## src/rtl/tx_ring_pkg.sv

```systemverilog
package tx_ring_pkg;

    localparam int AW            = 16;
    localparam int DW            = 16;
    localparam int TX_HDR_BYTES  = 8;
    localparam int ETH_HDR_BYTES = 14;
    localparam int FIXED_WORDS   = 11;

    localparam logic [DW-1:0] XMT_CMD_WORD = 16'h0004;

    typedef logic [AW-1:0] addr_t;
    typedef logic [DW-1:0] word_t;

    typedef enum logic [1:0] {
        ST_IDLE,
        ST_WRITE,
        ST_FIN
    } seq_state_e;

    typedef struct packed {
        addr_t base;
        addr_t fin;
        word_t len;
    } place_t;

    // bytes covered by pages lo..hi inclusive
    function automatic logic [AW:0] region_bytes(input logic [7:0] lo, input logic [7:0] hi);
        return ({1'b0, hi, 8'h00} - {1'b0, lo, 8'h00}) + 17'h100;
    endfunction

    // header bytes plus the rounded frame length
    function automatic addr_t frame_span(input word_t len);
        return (((len + 16'd3) >> 1) << 1) + 16'd8;
    endfunction

    function automatic logic [AW:0] free_space(input addr_t s, input addr_t e,
                                               input logic [AW:0] region);
        if (e > s)
            return region - {1'b0, e - s};
        else if (e < s)
            return {1'b0, s - e};
        else
            return region;
    endfunction

endpackage

```

## src/rtl/tx_place.sv

```systemverilog
module tx_place
    import tx_ring_pkg::*;
#(
    parameter int SZ_W = 11
) (
    input  logic [7:0]      lo_page,
    input  logic [7:0]      hi_page,
    input  addr_t           cur_end,
    input  logic [SZ_W-1:0] pay_size,
    output place_t          plc,
    output logic [SZ_W:0]   pay_words
);
    localparam logic [SZ_W:0] ROUND_ADD = 3;

    word_t         len;
    addr_t         span;
    logic [AW:0]   try_end;
    logic [AW:0]   limit;
    logic          wrap;
    addr_t         base;

    always_comb begin
        len       = word_t'(pay_size) + word_t'(ETH_HDR_BYTES);
        span      = frame_span(len);
        try_end   = {1'b0, cur_end} + {1'b0, span};
        limit     = {1'b0, hi_page, 8'h00};
        wrap      = (try_end >= limit);
        base      = wrap ? {lo_page, 8'h00} : cur_end;
        plc.base  = base;
        plc.fin   = base + span;
        plc.len   = len;
        pay_words = ({1'b0, pay_size} + ROUND_ADD) >> 1;
    end

endmodule

```

## src/rtl/tx_word_mux.sv

```systemverilog
module tx_word_mux
    import tx_ring_pkg::*;
#(
    parameter int IW = 12
) (
    input  logic [IW-1:0] idx,
    input  addr_t         fin,
    input  word_t         len,
    input  logic [47:0]   dst,
    input  logic [47:0]   src,
    input  word_t         etype,
    input  word_t         pld,
    output word_t         word
);
    word_t mac_w [6];

    // address words are emitted most significant slice first
    for (genvar g = 0; g < 3; g++) begin : g_mac
        assign mac_w[g]     = dst[47-16*g -: 16];
        assign mac_w[g + 3] = src[47-16*g -: 16];
    end

    always_comb begin
        word = pld;
        if (idx < IW'(FIXED_WORDS)) begin
            case (idx[3:0])
                4'd0:    word = XMT_CMD_WORD;
                4'd1:    word = '0;
                4'd2:    word = fin;
                4'd3:    word = len;
                4'd4:    word = mac_w[0];
                4'd5:    word = mac_w[1];
                4'd6:    word = mac_w[2];
                4'd7:    word = mac_w[3];
                4'd8:    word = mac_w[4];
                4'd9:    word = mac_w[5];
                4'd10:   word = etype;
                default: word = pld;
            endcase
        end
    end

endmodule

```

## src/rtl/tx_ring_seq.sv

```systemverilog
module tx_ring_seq
    import tx_ring_pkg::*;
#(
    parameter int SZ_W = 11,
    localparam int IW  = SZ_W + 1
) (
    input  logic          clk,
    input  logic          rst,
    input  logic [7:0]    lo_page,
    input  logic          go,
    input  place_t        plc_in,
    input  logic [SZ_W:0] pay_words,
    input  logic [47:0]   dst_in,
    input  logic [47:0]   src_in,
    input  word_t         type_in,
    output seq_state_e    state,
    output logic [IW-1:0] idx,
    output place_t        cur_q,
    output logic [47:0]   dst_q,
    output logic [47:0]   src_q,
    output word_t         type_q,
    output addr_t         start_q,
    output addr_t         end_q
);
    logic [IW-1:0] last_q;

    always_ff @(posedge clk) begin
        if (rst) begin
            state   <= ST_IDLE;
            idx     <= '0;
            last_q  <= '0;
            cur_q   <= '0;
            dst_q   <= '0;
            src_q   <= '0;
            type_q  <= '0;
            start_q <= {lo_page, 8'h00};
            end_q   <= {lo_page, 8'h00};
        end else begin
            case (state)
                ST_IDLE: begin
                    if (go) begin
                        cur_q  <= plc_in;
                        dst_q  <= dst_in;
                        src_q  <= src_in;
                        type_q <= type_in;
                        last_q <= IW'(pay_words) + IW'(FIXED_WORDS - 1);
                        idx    <= '0;
                        state  <= ST_WRITE;
                    end
                end
                ST_WRITE: begin
                    if (idx == last_q)
                        state <= ST_FIN;
                    else
                        idx <= idx + 1'b1;
                end
                ST_FIN: begin
                    start_q <= cur_q.base;
                    end_q   <= cur_q.fin;
                    state   <= ST_IDLE;
                end
                default: state <= ST_IDLE;
            endcase
        end
    end

endmodule

```

## src/rtl/tx_ring_writer.sv

```systemverilog
module tx_ring_writer
    import tx_ring_pkg::*;
#(
    parameter int SZ_W = 11
) (
    input  logic            clk,
    input  logic            rst,
    input  logic [7:0]      lo_page,
    input  logic [7:0]      hi_page,
    input  logic            go,
    input  logic [SZ_W-1:0] pay_size,
    input  logic [47:0]     dst_mac,
    input  logic [47:0]     src_mac,
    input  logic [15:0]     eth_type,
    output logic            pld_take,
    input  logic [15:0]     pld_data,
    output logic            mem_we,
    output logic [15:0]     mem_addr,
    output logic [15:0]     mem_wdata,
    output logic            xmt_go,
    output logic [15:0]     xmt_base,
    output logic            busy,
    output logic [15:0]     start_ptr,
    output logic [15:0]     end_ptr,
    output logic [16:0]     free_bytes
);
    localparam int IW = SZ_W + 1;

    place_t        plc;
    logic [SZ_W:0] pay_words;
    seq_state_e    state;
    logic [IW-1:0] idx;
    place_t        cur_q;
    logic [47:0]   dst_q;
    logic [47:0]   src_q;
    word_t         type_q;
    addr_t         start_q;
    addr_t         end_q;

    tx_place #(.SZ_W(SZ_W)) u_place (
        .lo_page   (lo_page),
        .hi_page   (hi_page),
        .cur_end   (end_q),
        .pay_size  (pay_size),
        .plc       (plc),
        .pay_words (pay_words)
    );

    tx_ring_seq #(.SZ_W(SZ_W)) u_seq (
        .clk       (clk),
        .rst       (rst),
        .lo_page   (lo_page),
        .go        (go),
        .plc_in    (plc),
        .pay_words (pay_words),
        .dst_in    (dst_mac),
        .src_in    (src_mac),
        .type_in   (eth_type),
        .state     (state),
        .idx       (idx),
        .cur_q     (cur_q),
        .dst_q     (dst_q),
        .src_q     (src_q),
        .type_q    (type_q),
        .start_q   (start_q),
        .end_q     (end_q)
    );

    tx_word_mux #(.IW(IW)) u_mux (
        .idx   (idx),
        .fin   (cur_q.fin),
        .len   (cur_q.len),
        .dst   (dst_q),
        .src   (src_q),
        .etype (type_q),
        .pld   (pld_data),
        .word  (mem_wdata)
    );

    always_comb begin
        mem_we     = (state == ST_WRITE);
        pld_take   = mem_we && (idx >= IW'(FIXED_WORDS));
        mem_addr   = cur_q.base + AW'({idx, 1'b0});
        xmt_go     = (state == ST_FIN);
        xmt_base   = cur_q.base;
        busy       = (state != ST_IDLE);
        start_ptr  = start_q;
        end_ptr    = end_q;
        free_bytes = free_space(start_q, end_q, region_bytes(lo_page, hi_page));
    end

endmodule

```

## config.mk

```make
export PLATFORM = sky130hd
export DESIGN_NAME = tx_ring_writer
export DESIGN_NICKNAME = d
export VERILOG_FILES = /design/src/rtl/tx_ring_pkg.sv /design/src/rtl/tx_place.sv /design/src/rtl/tx_word_mux.sv /design/src/rtl/tx_ring_seq.sv /design/src/rtl/tx_ring_writer.sv
export SDC_FILE = /design/constraint.sdc
export NUM_CORES = 1
export LEC_CHECK = 0
export ABC_CLOCK_PERIOD_IN_PS = 7400
export BUFFER_PORTS_ARGS = -buffer_cell sky130_fd_sc_hd__buf_2
export CELL_PAD_IN_SITES_DETAIL_PLACEMENT = 2
export CELL_PAD_IN_SITES_GLOBAL_PLACEMENT = 2
export CORE_ASPECT_RATIO = 0.9
export CORE_MARGIN = 3
export CORE_UTILIZATION = 29
export CTS_BUF_LIST = sky130_fd_sc_hd__clkbuf_16
export DETAILED_ROUTE_END_ITERATION = 12
export GPL_ROUTABILITY_DRIVEN = 1
export GPL_TIMING_DRIVEN = 0
export PLACE_DENSITY_LB_ADDON = 0.1
export SYNTH_ARGS = -nofsm -noshare
export SYNTH_HDL_FRONTEND = slang
export SYNTH_SLANG_ARGS = --single-unit
```

## constraint.sdc

```tcl
create_clock -name clk -period 7.4 [get_ports clk]
set_input_delay 0.37 -clock clk [delete_from_list [all_inputs] [get_ports clk]]
set_output_delay 0.37 -clock clk [all_outputs]
set_load 0.005 [all_outputs]
```

**Word level (Yosys, flattened, before mapping)**

Index checks and enable logic that the tools add are counted.

- Order comparisons: 5
- Reductions and logical operators: 9
- Equal/unequal tests: 16
- Muxes and demuxes: 15
- $add $sub $neg: 14

Operator list:

| cell | number |
|---|---|
| 16-bit one-hot mux with 11 select lines | 1 |
| 16-bit two-way mux | 6 |
| 17-bit two-way mux | 2 |
| 16-bit subtractor | 2 |
| 11-bit by 4-bit adder with 12-bit output, second input constant | 2 |
| 12-bit two-way mux | 2 |
| 12-bit one-hot mux with 2 select lines | 1 |
| 16-bit by 16-bit adder with 17-bit output | 1 |
| 17-bit by 9-bit adder with 17-bit output, second input constant | 1 |
| 17-bit by 16-bit greater-or-equal comparator with 1-bit output | 1 |
| 16-bit by 16-bit subtractor with 17-bit output | 1 |
| 17-bit by 16-bit subtractor with 17-bit output | 1 |
| 16-bit by 13-bit adder with 16-bit output | 1 |
| 16-bit adder | 1 |
| 16-bit by 2-bit adder with 16-bit output, second input constant | 1 |
| 16-bit by 4-bit adder with 16-bit output, second input constant | 1 |
| 4-bit by 3-bit equality test with 1-bit output, second input constant | 4 |
| 16-bit greater-than comparator | 1 |
| 16-bit less-than comparator | 1 |
| 11-bit by 2-bit adder with 12-bit output, second input constant | 1 |
| 12-bit by 1-bit adder with 12-bit output, second input constant | 1 |
| 12-bit equality test | 1 |
| 4-bit equality test, second input constant | 3 |
| 12-bit by 4-bit greater-or-equal comparator with 1-bit output, second input constant | 1 |
| other kinds (15) | 21 |

- Logic and storage cells: 72
- Output and inout port bits: 101
- Bits in registers: 218
- Input bits: 158

**Depth between registers and ports, before layout**

Gate-level depths: netlist (run 1).

- Depth after elaboration: 7
- Depth in mapped cells: 37

**Cells and area by module**

A second synthesis (run 1) with hierarchy kept.

- Cell total of the unflattened synthesis: 1976
- Area, all modules: 15431.0 µm²

By module, submodules not included:

| module | seq. area each (µm²) | cells an instance | area each (µm²) | instances |
|---|---|---|---|---|
| tx_ring_seq | 4524.3 | 960 | 8026.4 | 1 |
| tx_ring_writer | 0.0 | 469 | 3344.5 | 1 |
| tx_place | 0.0 | 330 | 2454.9 | 1 |
| tx_word_mux | 0.0 | 217 | 1605.3 | 1 |

**Least setup slack after synthesis (run 1)**

OpenSTA, ideal clock, no wires.

- Path type: input to register
- From: input pay_size[1]
- To: register u_seq.cur_q[31] (netlist name)
- Path buffers: 1
- Stages: 31
- Path slack: 261 ps
- Data arrival time: 7017 ps
- Required time: 7278 ps
- Setup time: 122 ps
- Cells stage by stage: inv_1 > ha_1 > xnor2_1 > or3_1 > maj3_2 > or4_1 > xor2_1 > ha_1 > o41ai_2 > o21a_1 > o21bai_1 > a21oi_1 > xnor2_1 > ha_1 > a21oi_1 > o22ai_1 > nor4_1 > clkbuf_1 > and3_1 > ha_1 > inv_1 > fa_1 > nor2b_1 > o21ai_1 > a211oi_1 > o31ai_1 > o21ai_1 > o21ai_0 > xnor2_1 > and4_1 > a311o_1

RTL lines:

| what | line | source |
|---|---|---|
| from (decl) | tx_ring_writer.sv:11 | `input logic [SZ_W-1:0] pay_size,` |

==> results of run 1 <==
-- through the flow --
stage               instance area [um2]  setup WS [ps]  hold slack, ps
floorplan                         14400            261             431
global placement                  16400          -2080             442
detailed placement                16400          -2370             452
CTS                               17500          0.701            50.7
global route                      17700           -116            72.3
finish                            17800            278            75.8
-- kinds of logic after synthesis --
group	after synthesis	share of synthesized area, %
flip-flops	212	30.7
AND/OR/NAND/NOR	699	21.1
AO/OA/AOI/OAI	512	22.4
adder cells (fa/ha/maj)	121	10.8
other	1	0.0262
buffers and inverters	223	6.43
multiplexers	15	1.07
XOR/XNOR	120	7.38
-- worst min-delay path by stage --
| stage | start | endpoint | slack [ps] | cells past startpoint |
|---|---|---|---|---|
| 2_1_floorplan | u_seq.dst_q[34]$_SDFFE_PP0P_ | u_seq.dst_q[34]$_SDFFE_PP0P_ | 430 | 2 |
| 3_3_place_gp | u_seq.type_q[14]$_SDFFE_PP0P_ | u_seq.type_q[14]$_SDFFE_PP0P_ | 440 | 2 |
| 3_5_place_dp | u_seq.type_q[0]$_SDFFE_PP0P_ | u_seq.type_q[0]$_SDFFE_PP0P_ | 450 | 2 |
| 4_1_cts | eth_type[3] | u_seq.type_q[3]$_SDFFE_PP0P_ | 50 | 3 |
| 5_1_grt | dst_mac[22] | u_seq.dst_q[22]$_SDFFE_PP0P_ | 70 | 3 |
| 6_report | eth_type[3] | u_seq.type_q[3]$_SDFFE_PP0P_ | 80 | 3 |
-- timing repair --
| action | CTS | global route |
|---|---|---|
| hold buffers | 0 | 0 |
| buffers inserted | 8 | 12 |
| endpoints found under the setup margin | 14 | 9 |
| pin swaps | 11 | 21 |
| gates resized for setup | 53 | 40 |
-- tightest hold or removal path, stage by stage --
cell,delay (ps)
buf_2,90
nand2_1,50
a21oi_1,50
-- metal layers --
layer  global-route usage [%]  vias up  routed length (um)
li1                         -     7151                   -
met1                     38.8     7628               34800
met3                     3.69       46                3700
met4                     3.45        0                 833
met5                        0        -                   0
met2                     38.7      320               29900
-- layout by cell type, fill, tap and decap left out, types with 11 or more instances in the layout --
master / n
a211oi_1: 20
a21o_1: 22
a21oi_1: 214
a221oi_1: 13
a222oi_1: 14
a22oi_1: 12
a31oi_1: 17
and3_1: 19
buf_1: 11
buf_2: 257
buf_4: 39
clkbuf_1: 87
clkbuf_16: 25
dfxtp_1: 196
edfxtp_1: 16
ha_1: 104
inv_1: 106
mux2i_1: 12
nand2_1: 402
nand2b_1: 19
nand3_1: 32
nor2_1: 125
nor2b_1: 11
nor3_1: 16
o21ai_0: 85
or3_1: 15
xnor2_1: 57
xor2_1: 48
-- sequential cells by signal, summed over array words and instances, names as in the netlist --
name and flops:
u_seq.end_q 15, u_seq.cur_q 43, u_seq.src_q 48, u_seq.state 2, u_seq.type_q 16, u_seq.start_q 16, u_seq.idx 12, u_seq.last_q 12
u_seq.dst_q 48
-- power groups by stage --
stage / Sequential [mW] / Clock [mW] / Combinational (mW)
global route: 1.34 / 1.22 / 1.36
floorplan: 1.30 / 0 / 0.737
CTS: 1.34 / 1.18 / 1.19
finish: 1.34 / 1.15 / 1.23
global placement: 1.36 / 0 / 1.09
detailed placement: 1.36 / 0 / 1.13
-- layout make-up --
type,count,share of cell area [%]
multi-input cells,1472,53.3
flip-flops and latches,212,24.8
repair buffers,275,8.05
well taps,624,4.40
clock buffers,25,3.52
plain buffers,124,3.17
inverters,99,2.11
clock inverters,17,0.543
diodes,4,0.0564
==> impl_results.md, run 1 <==
* Status: finished clean
* CP top delay family: compound AO/OA/AOI/OAI gates
* Avg WL per Cell at 24.3 um
* First-pass GRT wire length at 100000 um
* Critical-path top delay cell: or3_4
* Overall routing resource usage at 25.4%
* Final period util at 96.2%
* Routed vias/inst at 5.31
* CP max FO at 7
* Worst-path clk slew at 70 ps
* Post-route ant nets at 0
* Largest area contributor in the netlist: dfxtp_1
* Flop pwr share at between 30% and 40%
* Setup CP Type: in -> reg
* Post-synth ARST share at 0%
* Die height at 217 um
* Area taken by multi-input logic gates at around 9500 um2
* FMAX at 140 MHz
* Unique masters post-synth at 85
* Post-synth EDFFs at 16
* CTS buffer count at 24
* Slew HR at between 15 and 20%
* Part of the power in combinational logic at 33.1%
* FF/Latch Area at approximately 4400 um2
* Clk_lat worst skew at 540 ps
* Initial Util at 29.7%
* H-tree depth at 1
* Total length of routed wires at 69200 um
* R2R cell count at 32
* Port-buffer cells at 255
* LEAKAGE at 7.68 nW
* Largest stage delay, worst path at 430 ps
* Vias in the first global route at 15.5k
* Startpoint types: primary input
* Switching pwr at between 1 and 1.5 mW
* Clk_skew at 12.0 ps
* Final GP Congestion at 0.885
* DR DRC count at 0
* Die X-Extent at 240 um
* Post-Syn Area at 14300 um2
* Worst r2r dst: u_seq.cur_q[31]$_SDFFE_PP0P_
* Total number of vias at 15.1k
* Crit path required time at 7820 ps
* Setup crit end: u_seq.cur_q[31]$_SDFFE_PP0P_
* Max-cap violations at 0
* Ys flop type: dfxtp_1
* Tot Pwr at 3.72 mW
* Flop-to-flop setup slack at 850 ps
* Root buf cell: clkbuf_16
* Yosys warns at 0
* Least-Margin Pin Slew at 1220 ps
* Top cell type's share of synthesized area at 27.4%
* Area Growth Syn to Fin at 23.8%
* Synth Area per Inst at between 7 and 8 um2
* Placed Cells incl. Taps at 2786
* Worst hold path type: in -> reg
* Yosys reg bits at 212
* Crit. End Element: register
* CTS max path bufs at 3
* Final #Nets at 2485
* Synth cell count leaders: nand2_1 (404), a21oi_1 (220), dfxtp_1 (196)
* HPWL Detailed at 56200 um
* I/O Pins at 259
* Initial antenna violation count at 4
* P_int at 2.37 mW
* Fraction of layout cells with a size suffix above 1 at a little under a fifth
* Beginning of the worst register-to-register path: u_seq.end_q[1]$_SDFFE_PP0P_
* Seq/Total Area, Yosys at between 30% and 40%
* Overflow after GRT at 0
* # fillers at 5655
* Final max-slew violation count at 0
* Cell with the most instances after synthesis: nand2_1
* Worst IR Drop VDD at approximately 140 uV
* Core area at 48300 um2
* Largest net degree at the start of global routing at 17
* Syn Inst Count at 1903
* TritonCTS Sinks at 212
* Final setup viols at 0
* Final Util at 36.8%
* Critical path depth at 39
* First-pass detailed-route iteration total at 6
* Final hold violation count at 0
* Layout Cells excl Fill at 2852
* Buf/Inv on CP at 6
* CTS tree: done
* Clk pwr share at 31.0%
* Switching power share of the total at 36.5%
* PD cells at 210 nW/um2
* Initial DRC Count at roughly 970
* Die area at 52100 um2
* Critical Path Start: pay_size[1]
* Top cells by area, synth: dfxtp_1 (27%), nand2_1 (11%), ha_1 (9.9%)
* Period minus WS final at between 7000 and 8000 ps
* Site Rows at 76
* CP Data Arrival Time at 7550 ps
* Sum Neg Setup Slack at 0 ps
(Power assumes the default switching activity.)
==> inputs of run 2 (changes only) <==
--- a/config.mk
+++ b/config.mk
@@ -10,13 +10,15 @@
 export CELL_PAD_IN_SITES_DETAIL_PLACEMENT = 2
 export CELL_PAD_IN_SITES_GLOBAL_PLACEMENT = 2
 export CORE_ASPECT_RATIO = 0.9
-export CORE_MARGIN = 3
+export CORE_MARGIN = 4
 export CORE_UTILIZATION = 29
 export CTS_BUF_LIST = sky130_fd_sc_hd__clkbuf_16
 export DETAILED_ROUTE_END_ITERATION = 12
 export GPL_ROUTABILITY_DRIVEN = 1
 export GPL_TIMING_DRIVEN = 0
 export PLACE_DENSITY_LB_ADDON = 0.1
+export RECOVER_POWER = 100
 export SYNTH_ARGS = -nofsm -noshare
 export SYNTH_HDL_FRONTEND = slang
 export SYNTH_SLANG_ARGS = --single-unit
+export TNS_END_PERCENT = 20
==> impl_results.md, run 2 (synthesized netlist as in run 1, its figures left out) <==
* CP Data Arrival Time at 7580 ps (+30 ps)
* First-pass GRT wire length at 101000 um (+0.77%)
* Total length of routed wires at 68700 um (-0.75%)
* Period minus WS final at 7160 ps (+35.3 ps)
* Crit path required time at 7820 ps (about the same)
* Most common cell after layout, fill and taps aside: nand2_1
* Site Rows at 77 (+1.3%)
* # fillers at 5766 (+2.0%)
* Die area at 53100 um2 (+1.8%)
* I/O Pins at 259 (unchanged)
* Clk_skew at 13.6 ps (+1.66 ps)
* FF/Latch Area at 4400 um2 (unchanged)
* Port-buffer cells at 255 (unchanged)
* Overall routing resource usage at 24.7% (-0.74 points)
* Dpl ws at -2320 ps (+48.6 ps)
* Final hold violation count at 0 (unchanged)
* Overflow after GRT at 0 (unchanged)
* CTS buffer count at 25 (+4.2%)
* Worst-path clk slew at 60 ps (about the same)
* CTS max path bufs at 3 (unchanged)
* CP max FO at 7 (unchanged)
* Clk_lat worst skew at 540 ps (about the same)
* Fraction of layout cells with a size suffix above 1 at 15.8% (-2.8 points)
* Die height at 219 um (+0.92%)
* Critical-path top delay cell: or4_4
* Initial Util at 29.2% (-0.44 points)
* Largest stage delay, worst path at 590 ps (+160 ps)
* Routed vias/inst at 5.32 (+0.17%)
* Initial DRC Count at 1146 (+18%)
* Core area at 49000 um2 (+1.5%)
* Failing checks: max-capacitance violations, max-slew violations
* Vias in the first global route at 15.8k (+1.6%)
* Most frequent cells in the layout: nand2_1 (403), a21oi_1 (214), buf_2 (204)
* CTS tree: done
* TritonCTS Sinks at 212 (unchanged)
* Post-route ant nets at 0 (unchanged)
* Sum Neg Setup Slack at 0 ps (unchanged)
* Worst hold path type: in -> reg
* Final GP Congestion at 0.909 (+2.7%)
* CTS Hold Bufs at 0 (unchanged)
* Final period util at 96.7% (+0.48 points)
* Total number of vias at 15.2k (+0.24%)
* Largest net degree at the start of global routing at 17 (unchanged)
* Tot Pwr at 3.75 mW (+0.58%)
* Area taken by multi-input logic gates at 9410 um2 (-0.61%)
* LEAKAGE at 7.44 nW (-3.0%)
* Startpoint types: primary input
* Final setup margin at 242 ps (-35.3 ps)
* Final #Nets at 2482 (-0.12%)
* Setup CP Type: in -> reg
* Worst IR Drop VDD at 143 uV (+2.3%)
* Initial antenna violation count at 3 (-1)
* Crit. End Element: register
* Final setup viols at 0 (unchanged)
* HPWL Detailed at 56100 um (-0.20%)
* Fin Hold WS at 66.8 ps (-9.03 ps)
* Status: complete, but fails checks
* PD cells at 212 nW/um2 (+1.2%)
* DR DRC count at 0 (unchanged)
* Largest regs: u_seq.dst_q x48, u_seq.src_q x48, u_seq.cur_q x43
* FMAX at 140 MHz (-0.49%)
* Avg WL per Cell at 24.1 um (-0.82%)
* First-pass detailed-route iteration total at 6 (unchanged)
* Slew HR at -45.2% (-63 points)
* Die X-Extent at 242 um (+0.83%)
* Least-Margin Pin Slew at 2160 ps (+938 ps)
* Max-cap violations at 1 (+1)
* Root buf cell: clkbuf_16
* H-tree depth at 1 (unchanged)
* Area Growth Syn to Fin at 23.1%
* Final max-slew violation count at 11 (+11)
==> run 2: cell count changes in the layout (fill, tap and decap cells not counted), sizes merged <==
cell	previous run	this run
buf	308	228
clkbuf	116	192
diode	4	1
clkinvlp	0	2
inv	108	106
bufinv	1	2
==> run 2: area by class of cell <==
class / instances / share of cell area [%]
Clock inverter: 18 / 0.745
Buffer: 124 / 3.19
Clock buffer: 25 / 3.55
Sequential cell: 212 / 25.0
Antenna cell: 1 / 0.0142
Inverter: 99 / 2.12
Multi-Input combinational cell: 1472 / 53.4
Tap cell: 632 / 4.48
Timing Repair Buffer: 271 / 7.57
==> run 2: worst paths after layout <==
kind / from / end / slack, ps / depth (start not counted)
worst min register to register: u_seq.dst_q[3]$_SDFFE_PP0P_ / u_seq.dst_q[3]$_SDFFE_PP0P_ / 460 / 2
worst max-delay path: pay_size[1] / u_seq.cur_q[31]$_SDFFE_PP0P_ / 240 / 33
worst min-delay path: dst_mac[37] / u_seq.dst_q[37]$_SDFFE_PP0P_ / 70 / 3
worst max register to register: u_seq.end_q[1]$_SDFFE_PP0P_ / u_seq.cur_q[31]$_SDFFE_PP0P_ / 970 / 31
==> run 2: repair_timing <==
item,in CTS,in global routing
hold endpoints to repair,0,0
gates cloned,0,0
gates resized for setup,46,38
endpoints found under the setup margin,14,9
setup buffers,9,7
pin swaps,12,17
==> run 2: metal layers <==
metal / routed length [um] / global-route usage, %
met5: 7 / 0
met4: 813 / 3.29
met3: 3720 / 4.58
met2: 29100 / 37.3
met1: 35100 / 37.4
==> run 2: critical path: cells and delay by family <==
family | cells | cell delay [ps]
AO/OA/AOI/OAI | 12 | 2030
XOR/XNOR | 3 | 520
adder cells (fa/ha/maj) | 6 | 1850
buffers and inverters | 4 | 550
AND/OR/NAND/NOR | 8 | 2220
==> run 2: per-stage QoR <==
stage	cells	area [um2]	util [%]
floorplan	1907	14400	-
global placement	2794	16400	33.5
detailed placement	2794	16400	33.5
CTS	2846	17500	35.6
global route	2853	17600	36.0
finish	2854	17600	36.0
==> run 2: report_power, final <==
part           internal, mW  switching [mW]
logic                 0.473           0.736
registers              1.24          0.0998
clock network         0.678           0.520
total                  2.39            1.36
